$ cat src/rtl/irq_adm_pkg.sv
package irq_adm_pkg;
    localparam int SID_W   = 4;
    localparam int LINK_W  = 8;
    localparam int LEN_W   = 8;
    localparam int DEP_W   = 4;
    localparam int DEP_MAX = 15;
    localparam int NCLS    = 3;
    localparam int ST_W    = LINK_W + 2 * SID_W + LEN_W + 8;

    typedef enum logic [1:0] {
        CLS_INT = 2'd0,
        CLS_RT  = 2'd1,
        CLS_NMI = 2'd2
    } irq_cls_e;

    typedef struct packed {
        logic [LEN_W:0] rem;
    } atom_st_t;

    typedef struct packed {
        logic [DEP_W-1:0] depth;
    } nest_st_t;

    typedef struct packed {
        logic [SID_W-1:0] cur_sid;
    } stk_st_t;
endpackage

$ cat src/rtl/irq_adm_atomic.sv
module irq_adm_atomic
    import irq_adm_pkg::*;
(
    input  logic             clk,
    input  logic             rst_n,
    input  logic             start,
    input  logic [LEN_W-1:0] len_m1,
    input  logic             retire,
    input  logic             cancel,
    output logic             busy,
    output logic [LEN_W-1:0] field
);
    localparam logic [LEN_W:0]   ONE_W = {{LEN_W{1'b0}}, 1'b1};
    localparam logic [LEN_W-1:0] ONE_F = {{(LEN_W-1){1'b0}}, 1'b1};

    atom_st_t st_d, st_q;

    always_comb begin
        st_d = st_q;
        if (cancel) begin
            st_d.rem = '0;
        end else if (st_q.rem != '0) begin
            if (retire) begin
                st_d.rem = st_q.rem - ONE_W;
            end
        end else if (start) begin
            st_d.rem = {1'b0, len_m1} + ONE_W;
        end
    end

    always_ff @(posedge clk or negedge rst_n) begin
        if (!rst_n) begin
            st_q <= '0;
        end else begin
            st_q <= st_d;
        end
    end

    assign busy  = (st_q.rem != '0);
    assign field = busy ? (st_q.rem[LEN_W-1:0] - ONE_F) : '0;
endmodule

$ cat src/rtl/irq_adm_nest.sv
module irq_adm_nest
    import irq_adm_pkg::*;
(
    input  logic clk,
    input  logic rst_n,
    input  logic take,
    input  logic leave,
    output logic active
);
    localparam logic [DEP_W-1:0] DEP_TOP = DEP_W'(DEP_MAX);
    localparam logic [DEP_W-1:0] ONE_D   = {{(DEP_W-1){1'b0}}, 1'b1};

    nest_st_t st_d, st_q;

    always_comb begin
        st_d = st_q;
        if (leave && st_q.depth != '0) begin
            st_d.depth = st_d.depth - ONE_D;
        end
        if (take && st_d.depth != DEP_TOP) begin
            st_d.depth = st_d.depth + ONE_D;
        end
    end

    always_ff @(posedge clk or negedge rst_n) begin
        if (!rst_n) begin
            st_q <= '0;
        end else begin
            st_q <= st_d;
        end
    end

    assign active = (st_q.depth != '0);
endmodule

$ cat src/rtl/irq_adm_arb.sv
module irq_adm_arb (
    input  logic nmi_req,
    input  logic rt_req,
    input  logic int_req,
    input  logic hold,
    input  logic sid_match,
    output logic acc_nmi,
    output logic acc_rt,
    output logic acc_int
);
    logic rt_ok, int_ok;

    always_comb begin
        rt_ok   = rt_req && !hold;
        int_ok  = int_req && !hold && sid_match;
        acc_nmi = nmi_req;
        acc_rt  = rt_ok && !nmi_req;
        acc_int = int_ok && !nmi_req && !rt_ok;
    end
endmodule

$ cat src/rtl/irq_adm_ctrl.sv
module irq_adm_ctrl
    import irq_adm_pkg::*;
(
    input  logic                clk,
    input  logic                rst_n,
    input  logic                nmi_req,
    input  logic                rt_req,
    input  logic                int_req,
    input  logic                pkt_retire,
    input  logic                atom_start,
    input  logic [LEN_W-1:0]    atom_len_m1,
    input  logic [NCLS-1:0]     isr_exit,
    input  logic [SID_W-1:0]    int_sid,
    input  logic [SID_W-1:0]    rt_sid,
    input  logic                sp_wr,
    input  logic [SID_W-1:0]    sp_wdata,
    input  logic [LINK_W-1:0]   link_id,
    output logic                acc_nmi,
    output logic                acc_rt,
    output logic                acc_int,
    output logic [SID_W-1:0]    sel_sid,
    output logic [ST_W-1:0]     status
);
    stk_st_t          st_d, st_q;
    logic             atom_busy;
    logic [LEN_W-1:0] atom_field;
    logic             sid_match;
    logic [NCLS-1:0]  acc_vec;
    logic [NCLS-1:0]  flags;

    assign sid_match = (int_sid == st_q.cur_sid);

    irq_adm_arb arb_i (
        .nmi_req   (nmi_req),
        .rt_req    (rt_req),
        .int_req   (int_req),
        .hold      (atom_busy),
        .sid_match (sid_match),
        .acc_nmi   (acc_nmi),
        .acc_rt    (acc_rt),
        .acc_int   (acc_int)
    );

    irq_adm_atomic atom_i (
        .clk    (clk),
        .rst_n  (rst_n),
        .start  (atom_start),
        .len_m1 (atom_len_m1),
        .retire (pkt_retire),
        .cancel (acc_nmi),
        .busy   (atom_busy),
        .field  (atom_field)
    );

    always_comb begin
        acc_vec = '0;
        acc_vec[CLS_INT] = acc_int;
        acc_vec[CLS_RT]  = acc_rt;
        acc_vec[CLS_NMI] = acc_nmi;
    end

    for (genvar c = 0; c < NCLS; c++) begin : g_nest
        irq_adm_nest nest_i (
            .clk    (clk),
            .rst_n  (rst_n),
            .take   (acc_vec[c]),
            .leave  (isr_exit[c]),
            .active (flags[c])
        );
    end

    always_comb begin
        st_d = st_q;
        if (acc_nmi || acc_rt) begin
            st_d.cur_sid = rt_sid;
        end else if (sp_wr) begin
            st_d.cur_sid = sp_wdata;
        end
    end

    always_ff @(posedge clk or negedge rst_n) begin
        if (!rst_n) begin
            st_q <= '0;
        end else begin
            st_q <= st_d;
        end
    end

    always_comb begin
        if (acc_nmi || acc_rt) begin
            sel_sid = rt_sid;
        end else if (acc_int) begin
            sel_sid = int_sid;
        end else begin
            sel_sid = st_q.cur_sid;
        end
    end

    assign status = {link_id, int_sid, st_q.cur_sid, atom_field,
                     {(8 - NCLS - 1){1'b0}}, atom_busy, flags};
endmodule

$ cat config.mk
export PLATFORM = sky130hd
export DESIGN_NAME = irq_adm_ctrl
export DESIGN_NICKNAME = d
export VERILOG_FILES = /design/src/rtl/irq_adm_pkg.sv /design/src/rtl/irq_adm_atomic.sv /design/src/rtl/irq_adm_nest.sv /design/src/rtl/irq_adm_arb.sv /design/src/rtl/irq_adm_ctrl.sv
export SDC_FILE = /design/constraint.sdc
export NUM_CORES = 1
export LEC_CHECK = 0
export BUFFER_PORTS_ARGS = -buffer_cell sky130_fd_sc_hd__buf_2
export CAP_MARGIN = 40
export CORE_UTILIZATION = 50
export DETAILED_ROUTE_END_ITERATION = 8
export PLACE_DENSITY_LB_ADDON = 0.3
export SYNTH_ARGS = -nofsm -noshare
export SYNTH_HDL_FRONTEND = slang
export SYNTH_SLANG_ARGS = --single-unit
$ cat constraint.sdc
create_clock -name clk -period 5.1 [get_ports clk]
set_input_delay 0.255 -clock clk [delete_from_list [all_inputs] [get_ports clk]]
set_output_delay 0.255 -clock clk [all_outputs]
set_load 0.02 [all_outputs]
# Word-level counts from Yosys, hierarchy flattened
# Cells that the tools add are included.
dict set report totals {
  register_bits 25
  latchBits 0
  ram_bits 0
  romBits 0
  out_inout_bits 39
  elab_cells 57
  mem_count 0
}
dict set report classes {
  addsub 9
  mul 0
  div_mod_pow 0
  magnitude_cmp 0
  n_eq_ne 5
  shifts 0
  muxes 15
  bitwise_logic 0
  reduce_logical 23
}
# cell n
set ops {}
lappend ops {{$mux W4} 10}
lappend ops {{$mux W9} 4}
lappend ops {{$add A4 B1 Y4 const B} 3}
lappend ops {{$logic_and A1 B1 Y1} 12}
lappend ops {{$ne A4 B4 Y1 const B} 3}
lappend ops {{$reduce_bool A4 Y1} 3}
lappend ops {{$sub A4 B1 Y4 const B} 3}
lappend ops {{$add A8 B1 Y9 const B} 1}
lappend ops {{$reduce_bool A9 Y1} 1}
lappend ops {{$sub A9 B1 Y9 const B} 1}
lappend ops {{$mux W8} 1}
lappend ops {{$sub A8 B1 Y8 const B} 1}
lappend ops {{$eq A4 B4 Y1} 1}
lappend ops {{$logic_not A1 Y1} 3}
lappend ops {{$ne A3 B3 Y1 const B} 1}
lappend ops {{$reduce_bool A3 Y1} 1}
lappend ops {{$reduce_and A2 Y1} 1}
lappend ops {{$reduce_bool A2 Y1} 1}
lappend ops {{$logic_or A1 B1 Y1} 1}

# Longest topological paths before layout
# Gate-level depths: netlist of run 1.
dict set report depth {
  depth_word 8
  mapped_depth 11
}

# By module
# A second synthesis of run 1 with hierarchy kept.
dict set report hier_totals {
  hier_cells 284
  area_unflattened_um2 2469.9
}
# mod instances cells_each area_each_um2 seq_area_each_um2
set modules_own_cells {}
lappend modules_own_cells {irq_adm_nest 3 40 370.4 100.1}
lappend modules_own_cells {irq_adm_atomic 1 110 872.1 225.2}
lappend modules_own_cells {irq_adm_ctrl 1 50 455.4 100.1}
lappend modules_own_cells {irq_adm_arb 1 4 31.3 0.0}

# Worst setup path after synthesis of run 1
# No wires, ideal clock.
dict set report synth_timing {
  path_kind {reg2reg}
  startpoint {register g_nest[1].nest_i.st_q[0] (netlist bit)}
  endpoint {register g_nest[1].nest_i.st_q[1] (netlist bit)}
  setup_ps 125
  t_arrival_ps 2318
  t_required_ps 4975
  setup_slack_ps 2657
  path_stages_with_launch 10
  period_less_slack_ps 2443
  path_cell_list {dfrtp_1 inv_1 ha_1 or3b_2 nand2_1 xnor2_1 ha_1 o21ai_0 o2111ai_4 mux2_2}
}
# element line
set synth_rtl {}
lappend synth_rtl {{start: declaration} irq_adm_nest.sv:13} ;# nest_st_t st_d, st_q;
lappend synth_rtl {{start signal: assignment} irq_adm_nest.sv:29} ;# st_q <= st_d;

# Final worst setup path of run 1
dict set report layout_timing {
  startpoint {register atom_i.st_q[0] (netlist bit)}
  endpoint {output port sel_sid[2]}
}
dict set report layout_between {
  elab_chain_cells 8
  elab_cells_between_ends 12
}
# element line
set layout_lines {}
lappend layout_lines {{start: declaration} irq_adm_atomic.sv:16} ;# atom_st_t st_d, st_q;
lappend layout_lines {{start signal: assignment} irq_adm_atomic.sv:35} ;# st_q <= st_d;
lappend layout_lines {{$reduce_bool A9 Y1 (*)} irq_adm_atomic.sv:39} ;# assign busy = (st_q.rem != '0);
lappend layout_lines {{$logic_not A1 Y1 (*)} {irq_adm_arb.sv:14, irq_adm_arb.sv:15}}
lappend layout_lines {{$logic_and A1 B1 Y1 (2 in a row)} irq_adm_arb.sv:15} ;# int_ok = int_req && !hold && sid_match;
lappend layout_lines {{$logic_and A1 B1 Y1 (2 in a row)} irq_adm_arb.sv:18} ;# acc_int = int_ok && !nmi_req && !rt_ok;
lappend layout_lines {{$mux W4} irq_adm_ctrl.sv:92} ;# end else if (acc_int) begin
lappend layout_lines {{$mux W4 (*)} irq_adm_ctrl.sv:90} ;# if (acc_nmi || acc_rt) begin
lappend layout_lines {{end: declaration} irq_adm_ctrl.sv:21} ;# output logic [SID_W-1:0] sel_sid,
# Every way passes the cells marked *; elsewhere a longest branch is shown, timed or not.

==> run summary, run 1 <==
status: finished clean
Fill cells: 419
GPL Wtd Cong: 0.8681
crit-path cells: inv_1, ha_1, nor2b_2, and3_2, a21o_1, nand2_1, o21ai_0, buf_2
global-route wire length before repair: 7866 µm
DRT Wirelength: 4485 µm
Synth cell types: 54
number of enable flip-flop cells after synthesis: 0
Routed Antenna Nets: 0
Clk Tree Root Cell: clkbuf_8
Fmax: 364.5 MHz
xor/xnor share of the synthesized area: 0.09323
worst-path fanout max: 12
GRT Overall Usage: 0.1997
RSZ-0062 raised after global routing: false
clk sink count: 25
Crit path required time: 4.85 ns
gr busiest metal: met2
commonest cells after routing, fill and taps aside: buf_2 (57), nand2_1 (25), dfrtp_1 (25)
TritonCTS clock tree: yes
pre-CTS setup slack: 2.490 ns
max cap viols: 0
initial antenna violation count: 0
max_slew headroom: 0.6322
crit path launch type: flip-flop
main combinational cell family by area after synthesis: simple AND/OR/NAND/NOR gates
Wirelength per Cell: 12.78 µm
Final Hold Vio Count: 0
post-DP HPWL: 3619 µm
layout cells sized above 1: 0.2809
Worst Tran Pin Value: 0.5517 ns
cell count after synthesis: 262
Worst Hold Class: primary input to flip-flop
register area share after synthesis: 0.2775
Avg Vias per Cell: 5.368
leakage dissipation: 1.192 nW
Final nets: 350
largest net degree at the start of global routing: 26
met3 Use GR: 0.03070
commonest non-fill, non-tap cell in the layout: buf_2
Critical Path AT: 2.49 ns
post-synthesis simple-gate area fraction: 0.2436
Ports: 78
Tmin final: 2.743 ns
Setup Crit Path Kind: flip-flop to primary output
Die W: 69.15 µm
ys flop type: dfrtp_1
vias: 1884
sequential cell area: 625.6 µm²
Syn Std Cell Area: 2255 µm²
core area: 4354 µm²
Setup WS post-layout: 2.357 ns
Area growth syn-to-layout: 9.711%
DRT Pass-1 Iters: 4
TritonCTS buffer count: 3
GRT Residual Overflow: 0
synth warn: 0
met2 usage: 0.3409
Crit-path slowest cell: and3_2
post-route DRC violation count: 0
Initial Util: 0.5178
power density over the cells: 650.9 nW/µm²
Final period util: 0.5379
H-tree Lvls: 1
drt first-iter violations: 66
met1 Usage GRT: 0.2584
area of the multi-input gates: 1379 µm²
area share of fa/ha/maj cells after synthesis: 0.06104
die height: 69.15 µm
post-CTS sizing: 0
Final Skew: 0.005403 ns
Clock Latency Late Sink: 0.27 ns
die area: 4782 µm²
FFs w/ async S/R, synth: 1.000
max-slew violation count: 0
compound-cell area share of the yosys netlist: 0.1382
Post-Syn Area per Cell: 8.606 µm²
antenna fix cells: 0
post-synthesis mux area share: 0.06881
Rows: 24
synthesized flop and latch total: 25
Worst setup EP type: primary output
Bufs on Longest Clock Path: 2
port bufs: 57
CP peak stage delay: 0.43 ns
VDD IR-drop max: 0.3778 mV
TNS Setup: 0 ns
clock transition at the registers of the reported paths: 0.09 ns
Final setup viols: 0
vias in the first global route: 1840
path summary, 6_finish.rpt:
path	from	end	slack, ns	cells past startpoint
max	atom_i.st_q[0]	sel_sid[2]	2.36	8
min	rt_sid[3]	st_q[3]	0.20	3
min in group asynchronous	rst_n	st_q[3]	0.51	2
min reg2reg	atom_i.st_q[1]	atom_i.st_q[1]	0.59	2
max in group asynchronous	rst_n	g_nest[0].nest_i.st_q[1]	4.23	2
max reg2reg	g_nest[1].nest_i.st_q[0]	g_nest[1].nest_i.st_q[1]	2.45	9
cell usage after synthesis, types with 4 or more instances:
master	count	area share
a211oi_1	4	0.013
a21oi_1	9	0.020
and3_1	5	0.014
buf_4	21	0.070
dfrtp_1	25	0.28
ha_1	11	0.061
inv_1	16	0.027
mux2_2	4	0.020
mux2i_1	8	0.036
nand2_1	25	0.042
nand3_1	13	0.029
nor2_1	23	0.038
nor3_1	5	0.011
o21ai_0	16	0.036
or3_1	4	0.011
xnor2_1	20	0.078
xor2_1	4	0.016
per-layer routing:
layer | share of wire | wire [µm]
met5 | 0 | 0
met3 | 0.057 | 256
met4 | 0.011 | 49
met2 | 0.47 | 2110
met1 | 0.46 | 2069
cell type report:
type                            count  share of cell area
Clock buffer                        3             0.01669
Clock inverter                      1            0.003035
Inverter                           16             0.02428
Multi-Input combinational cell    196              0.5574
Sequential cell                    25              0.2529
Tap cell                           52             0.02630
Timing Repair Buffer               58              0.1194
through the flow:
stage | std cells | instance area (µm²) | power [mW] | util | hold slack, ns
finish | 351 | 2474 | 1.610 | 0.5681 | 0.2032
global placement | 346 | 2415 | 1.474 | 0.5546 | 0.2754
floorplan | 265 | 2266 | 1.286 | - | -0.04059
detailed placement | 346 | 2415 | 1.495 | 0.5546 | 0.2818
global route | 351 | 2474 | 1.770 | 0.5681 | 0.2027
CTS | 351 | 2474 | 1.621 | 0.5681 | 0.2065
flip-flops by register name, summed over array words and instances, names as in the netlist:
register,count
atom_i.st_q,9
st_q,4
g_nest.nest_i.st_q,12
power breakdown:
| group | internal, mW | leakage [nW] | switching, mW |
|---|---|---|---|
| Combinational | 0.441 | 0.857 | 0.651 |
| Clock | 0.0554 | 0.0217 | 0.0651 |
| Sequential | 0.284 | 0.313 | 0.115 |
critical path, delay by kind of cell, from the launching register on:
family	cells	cell delay, ns
flops	1	0.42
simple gates	3	0.86
compound gates	2	0.44
buf+inv	2	0.26
fa+ha+maj	1	0.23
logic make-up (layout without fill, tap and decap cells):
family / Yosys count / in the layout
buffers and inverters: 44 / 78
multiplexers: 14 / 14
AO/OA/AOI/OAI: 45 / 45
flip-flops: 25 / 25
AND/OR/NAND/NOR: 98 / 98
adder cells (fa/ha/maj): 11 / 11
other: 1 / 4
XOR/XNOR: 24 / 24
what timing repair did:
action / in CTS / in global routing
endpoints found under the hold margin: 25 / 0
hold buffers: 1 / 0
setup buffers: 0 / 0
Note: power is estimated with default switching activity, not from simulation.
==> run 2, diff against run 1 <==
Clock period 5.1 ns to 2.6 ns, I/O delays scaled along.
==> run 2 against run 1 <==
Clock power increased by 93%. Utilization increased by 1.2 points. Combinational power increased by 110%. Wire length increased by 1.4%. Critical path depth increased by 1. Final area increased by 2.1%. Global-route usage decreased by 0.56 points. Clock skew increased by 0.0045 ns. Largest power group unchanged. Register-to-register slack got worse by 2.3 ns. Count of clock-buffer cells in the layout increased by 1. Non-clock buffer count increased by 5. Sequential power increased by 97%.
==> run summary, run 2 (synthesis results as in run 1) <==
largest net degree at the start of global routing: 26 (unchanged)
clock power share: 0.071 (-0.004)
Clk Tree Root Cell: clkbuf_8
core area: 4354 µm² (unchanged)
Worst setup EP type: flip-flop
met2 wire len: 2209 µm (+4.7%)
max cap viols: 0 (unchanged)
VDD IR-drop max: 0.6165 mV (+63%)
layout cells sized above 1: 0.3059 (+0.02498)
die area: 4782 µm² (unchanged)
Critical Path AT: 2.59 ns (+0.10 ns)
Initial Util: 0.5178 (unchanged)
leakage dissipation: 1.215 nW (+2.0%)
initial antenna violation count: 0 (unchanged)
Final period util: 0.9380
Tmin final: 2.439 ns
top sig layer: met4
DRT Pass-1 Iters: 4 (unchanged)
clk sink count: 25 (unchanged)
net switching power: 1.648 mW (+98%)
Largest regs: g_nest.nest_i.st_q x12, atom_i.st_q x9, st_q x4
TritonCTS clock tree: yes
H-tree Lvls: 1 (unchanged)
DRT Wirelength: 4548 µm (+1.4%)
Final setup viols: 0 (unchanged)
commonest cells after routing, fill and taps aside: buf_2 (57), dfrtp_1 (25), nand2_1 (23), nor2_1 (23), xnor2_1 (20)
Met3 Wirelength: 205 µm (-20%)
Ports: 78 (unchanged)
dpl cells: 350 (+1.2%)
vias in the first global route: 1751 (-4.8%)
post-DP HPWL: 3560 µm (-1.6%)
Bufs on Longest Clock Path: 2 (unchanged)
total power: 3.255 mW (+100%)
Clock Latency Late Sink: 0.27 ns (about the same)
FF-to-FF setup slack: 0.16 ns (-2.29 ns)
antenna fix cells: 0 (unchanged)
Crit-path slowest cell: or3b_2
Fmax: 410.0 MHz
Comb pwr share: 0.688 (+0.010)
Net Sw Frac: 0.5062 (-0.009520)
clock transition at the registers of the reported paths: 0.09 ns (about the same)
GRT Residual Overflow: 0 (unchanged)
vias: 1882 (-0.11%)
port bufs: 57 (unchanged)
power density over the cells: 1288 nW/µm² (+98%)
Die W: 69.15 µm (unchanged)
status: finished clean
Crit path required time: 2.75 ns (-2.10 ns)
die height: 69.15 µm (unchanged)
Setup Crit Path Kind: flip-flop to flip-flop
Metal-1 WL: 2108 µm (+1.9%)
GRT Overall Usage: 0.1941 (-0.005607)
Final Skew: 0.009874 ns (+0.004472 ns)
Area growth syn-to-layout: 12.04%
drt first-iter violations: 59 (-11%)
crit path launch type: flip-flop
worst-path fanout max: 5 (-7)
max FFs per register: 12 (unchanged)
final instance area: 2526 µm² (+2.1%)
most flop-heavy register: g_nest.nest_i.st_q
Post-Layout Cell Count: 356 (+1.4%)
crit-path cells: inv_1, ha_1, or3b_2, nand2_2, xnor2_1, ha_2, nand2_1, o21ai_2, mux2_2
global-route wire length before repair: 7693 µm (-2.2%)
Rows: 24 (unchanged)
commonest non-fill, non-tap cell in the layout: buf_2
Int Pwr: 1.607 mW (+110%)
GPL Wtd Cong: 0.8426 (-2.9%)
Area after DPL: 2445 µm² (+1.2%)
Final Hold Vio Count: 0 (unchanged)
Final nets: 355 (+1.4%)
max_slew headroom: 0.6095 (-0.02275)
Avg Vias per Cell: 5.287 (-1.5%)
Worst Tran Pin Value: 0.5858 ns (+0.03412 ns)
Routed Antenna Nets: 0 (unchanged)
post-route DRC violation count: 0 (unchanged)
TNS Setup: 0 ns (unchanged)
Wirelength per Cell: 12.78 µm (about the same)
TritonCTS buffer count: 3 (unchanged)
Worst Hold Class: primary input to flip-flop
CP peak stage delay: 0.49 ns (+0.06 ns)
max-slew violation count: 0 (unchanged)
Seq pwr share: 0.241 (-0.006)
fin util: 0.5802 (+0.01207)
==> run 2: repair_timing <==
action,in CTS,in global routing
hold buffers,1,0
hold endpoints to repair,25,0
gates resized for setup,0,8
setup endpoints to repair,0,9
setup buffers,0,1
==> run 2: cell type report <==
class,instances,area [µm²]
well taps,52,65.06
inverters,16,60.06
fillers,420,1828
repair buffers,63,332.8
multi-input cells,196,1398
flip-flops and latches,25,625.6
clock buffers,4,45.04
==> run 2: metrics by stage <==
step	hold WS, ns	worst slack [ns]
global route	0.1071	-0.02213
global placement	0.1633	0.1346
detailed placement	0.1706	0.03043
CTS	0.09179	0.007593
floorplan	-0.1656	0.1570
finish	0.08732	0.1611
==> run 2: worst paths after layout <==
path	from	to	cells past startpoint
max	g_nest[2].nest_i.st_q[0]	g_nest[2].nest_i.st_q[1]	9
min in group asynchronous	rst_n	g_nest[0].nest_i.st_q[3]	2
min reg2reg	atom_i.st_q[1]	atom_i.st_q[1]	2
max in group asynchronous	rst_n	g_nest[2].nest_i.st_q[1]	2
max reg2reg	g_nest[2].nest_i.st_q[0]	g_nest[2].nest_i.st_q[1]	9
min	rt_sid[2]	st_q[2]	3
==> run 2: worst max-delay path: cells and delay by family, from the launching register on <==
| kind | cells | cell delay [ns] |
|---|---|---|
| buffers and inverters | 1 | 0.10 |
| and+or+nand+nor | 3 | 0.68 |
| xor gates and xnor gates | 1 | 0.18 |
| adders and majority gates | 2 | 0.44 |
| DFF | 1 | 0.44 |
| muxes | 1 | 0.34 |
| AOI/OAI and AO/OA | 1 | 0.16 |
==> run 2: per-layer routing <==
metal / vias to the layer above / global-route usage
met2: 54 / 0.3312
met4: 0 / 0.05442
met1: 863 / 0.2566
met5: - / 0
met3: 2 / 0.02632
li1: 963 / -
==> run 2: power by group through the flow <==
| stage | clock network [mW] | registers, mW | logic, mW |
|---|---|---|---|
| finish | 0.232 | 0.783 | 2.24 |
| global route | 0.253 | 0.811 | 2.50 |
| CTS | 0.239 | 0.781 | 2.23 |
| detailed placement | 0 | 0.789 | 2.21 |
| global placement | 0 | 0.779 | 2.17 |
| floorplan | 0 | 0.740 | 1.78 |
==> run 3, diff against run 2 <==
Settings changed: CELL_PAD_IN_SITES_DETAIL_PLACEMENT set to 0, CELL_PAD_IN_SITES_GLOBAL_PLACEMENT set to 1, CORE_UTILIZATION 50 to 37.
==> run 3 against run 2 <==
Final cell count is 6.7% higher. Count of clock-buffer cells in the layout stayed put. Wire length is 4.0% higher. Combinational power hardly changed. Critical path type unchanged. Utilization is 15 points lower. Power is 0.77% higher.
==> run summary, run 3 (synthesis results as in run 1) <==
DRT Pass-1 Iters: 4 (unchanged)
Largest regs: g_nest.nest_i.st_q x12, atom_i.st_q x9, st_q x4
Rows: 28 (+17%)
Final period util: 0.9487 (+0.01067)
fin util: 0.4337 (-0.1465)
Final Skew: 0.001766 ns (-0.008109 ns)
Wirelength per Cell: 12.44 µm (-2.6%)
CP peak stage delay: 0.47 ns (-0.02 ns)
largest net degree at the start of global routing: 26 (unchanged)
vias: 1849 (-1.8%)
TritonCTS clock tree: yes
drt first-iter violations: 56 (-5.1%)
crit path launch type: flip-flop
GRT Overall Usage: 0.1522 (-0.04189)
TritonCTS buffer count: 3 (unchanged)
clock transition at the registers of the reported paths: 0.09 ns (about the same)
Final setup viols: 0 (unchanged)
most flop-heavy register: g_nest.nest_i.st_q
Clock Latency Late Sink: 0.27 ns (about the same)
Worst Hold Class: primary input to flip-flop
status: finished clean
initial antenna violation count: 0 (unchanged)
pre-CTS setup slack: 0.06102 ns (+0.03059 ns)
Critical Path AT: 2.63 ns (+0.04 ns)
max_slew headroom: 0.6026 (-0.006874)
Worst setup EP type: flip-flop
Crit-path slowest cell: or3b_2
worst-path fanout max: 5 (unchanged)
vias in the first global route: 1667 (-4.8%)
post-route DRC violation count: 0 (unchanged)
Ports: 78 (unchanged)
die area: 6410 µm² (+34%)
layout cells sized above 1: 0.3049 (-0.001003)
Routed Antenna Nets: 0 (unchanged)
commonest non-fill, non-tap cell in the layout: buf_2
Clk Tree Root Cell: clkbuf_8
DRT Wirelength: 4729 µm (+4.0%)
Crit path required time: 2.76 ns (about the same)
port bufs: 57 (unchanged)
die height: 80.06 µm (+16%)
Setup WS post-layout: 0.1333 ns (-0.02774 ns)
H-tree Lvls: 1 (unchanged)
commonest cells after routing, fill and taps aside: buf_2 (57), dfrtp_1 (25), nand2_1 (24)
Final Hold Vio Count: 0 (unchanged)
global-route wire length before repair: 7672 µm (-0.27%)
Bufs on Longest Clock Path: 2 (unchanged)
Setup Crit Path Kind: flip-flop to flip-flop
Worst Hold Launch: rt_sid[0]
R2R Path Start: g_nest[2].nest_i.st_q[0]
Avg Vias per Cell: 4.866 (-8.0%)
max cap viols: 0 (unchanged)
max FFs per register: 12 (unchanged)
max-slew violation count: 0 (unchanged)
leakage dissipation: 1.217 nW (+0.18%)
core area: 5886 µm² (+35%)
post-DP HPWL: 3681 µm (+3.4%)
beginning of the critical path: g_nest[2].nest_i.st_q[0]
Tmin final: 2.467 ns (+0.02774 ns)
Worst Tran Pin Value: 0.5961 ns (+0.01031 ns)
Area growth syn-to-layout: 13.21%
Die W: 80.06 µm (+16%)
Initial Util: 0.3831 (-0.1347)
Fmax: 405.4 MHz (-1.1%)
Final nets: 356 (+0.28%)
crit-path cells: inv_1, ha_1, or3b_2, nand2_1, xnor2_1, ha_2, nand2_1, o21ai_2, mux2_2
power density over the cells: 1285 nW/µm² (-0.27%)
VDD IR-drop max: 0.4592 mV (-26%)
clk sink count: 25 (unchanged)
antenna fix cells: 0 (unchanged)
GPL Wtd Cong: 0.7878 (-6.5%)
GRT Residual Overflow: 0 (unchanged)
most frequent CP cell: nand2_1
-- run 3: changes by cell type in the layout (fill, tap and decap cells not counted) --
cell / previous run / this run
nand2_1: 23 / 24
or3b_2: 1 / 2
buf_4: 5 / 6
or3b_4: 1 / 0
nand2_4: 1 / 0
-- run 3: path summary, 6_finish.rpt --
kind,cells past startpoint,endpoint,slack [ns]
setup / recovery,9,g_nest[2].nest_i.st_q[1],0.13
hold / removal,3,st_q[0],0.08
setup reg to reg,9,g_nest[2].nest_i.st_q[1],0.13
hold reg to reg,2,atom_i.st_q[1],0.59
max in group asynchronous,2,g_nest[2].nest_i.st_q[2],1.82
min in group asynchronous,2,g_nest[0].nest_i.st_q[3],0.39
-- run 3: timing repair --
item,4_1_cts,5_1_grt
hold buffers,1,0
gates resized for setup,0,5
endpoints found under the setup margin,0,7
setup buffers,0,2
hold endpoints to repair,25,0
-- run 3: worst max-delay path, delay by kind of cell, from the launching register on --
kind                       cells  cell delay (ns)
AOI/OAI and AO/OA              1             0.16
xor gates and xnor gates       1             0.19
adders and majority gates      2             0.45
buffers and inverters          1             0.09
DFF                            1             0.43
muxes                          1             0.35
and+or+nand+nor                3             0.70
-- run 3: layer usage --
layer	vias to the layer above	wire, µm	GRT usage
met1	821	2339	0.2055
met4	0	33	0.04464
met3	2	212	0.01364
met2	51	2144	0.2573
met5	-	0	0
li1	975	-	-
-- run 3: area by class of cell --
type	count	area (µm²)
inverters	16	60.06
flip-flops and latches	25	625.6
clock buffers	4	45.04
fillers	615	3333
well taps	75	93.84
repair buffers	64	340.3
multi-input cells	196	1388
-- run 3: through the flow --
step | area [µm²] | power (mW) | TNS (ns) | instances | hold WS (ns)
final | 2552 | 3.280 | 0 | 380 | 0.08416
after global routing | 2552 | 3.613 | -0.01699 | 380 | 0.09974
after CTS | 2529 | 3.272 | 0 | 378 | 0.08380
after detailed placement | 2474 | 3.018 | 0 | 373 | 0.1743
after global placement | 2474 | 3.011 | 0 | 373 | 0.1754
after floorplan | 2266 | 2.522 | 0 | 265 | -0.1656
-- run 3: report_power, final --
group	total (mW)	internal, mW	switching (mW)
sequential	0.774	0.557	0.217
clock	0.239	0.110	0.129
combinational	2.27	0.952	1.32
total	3.28	1.62	1.66
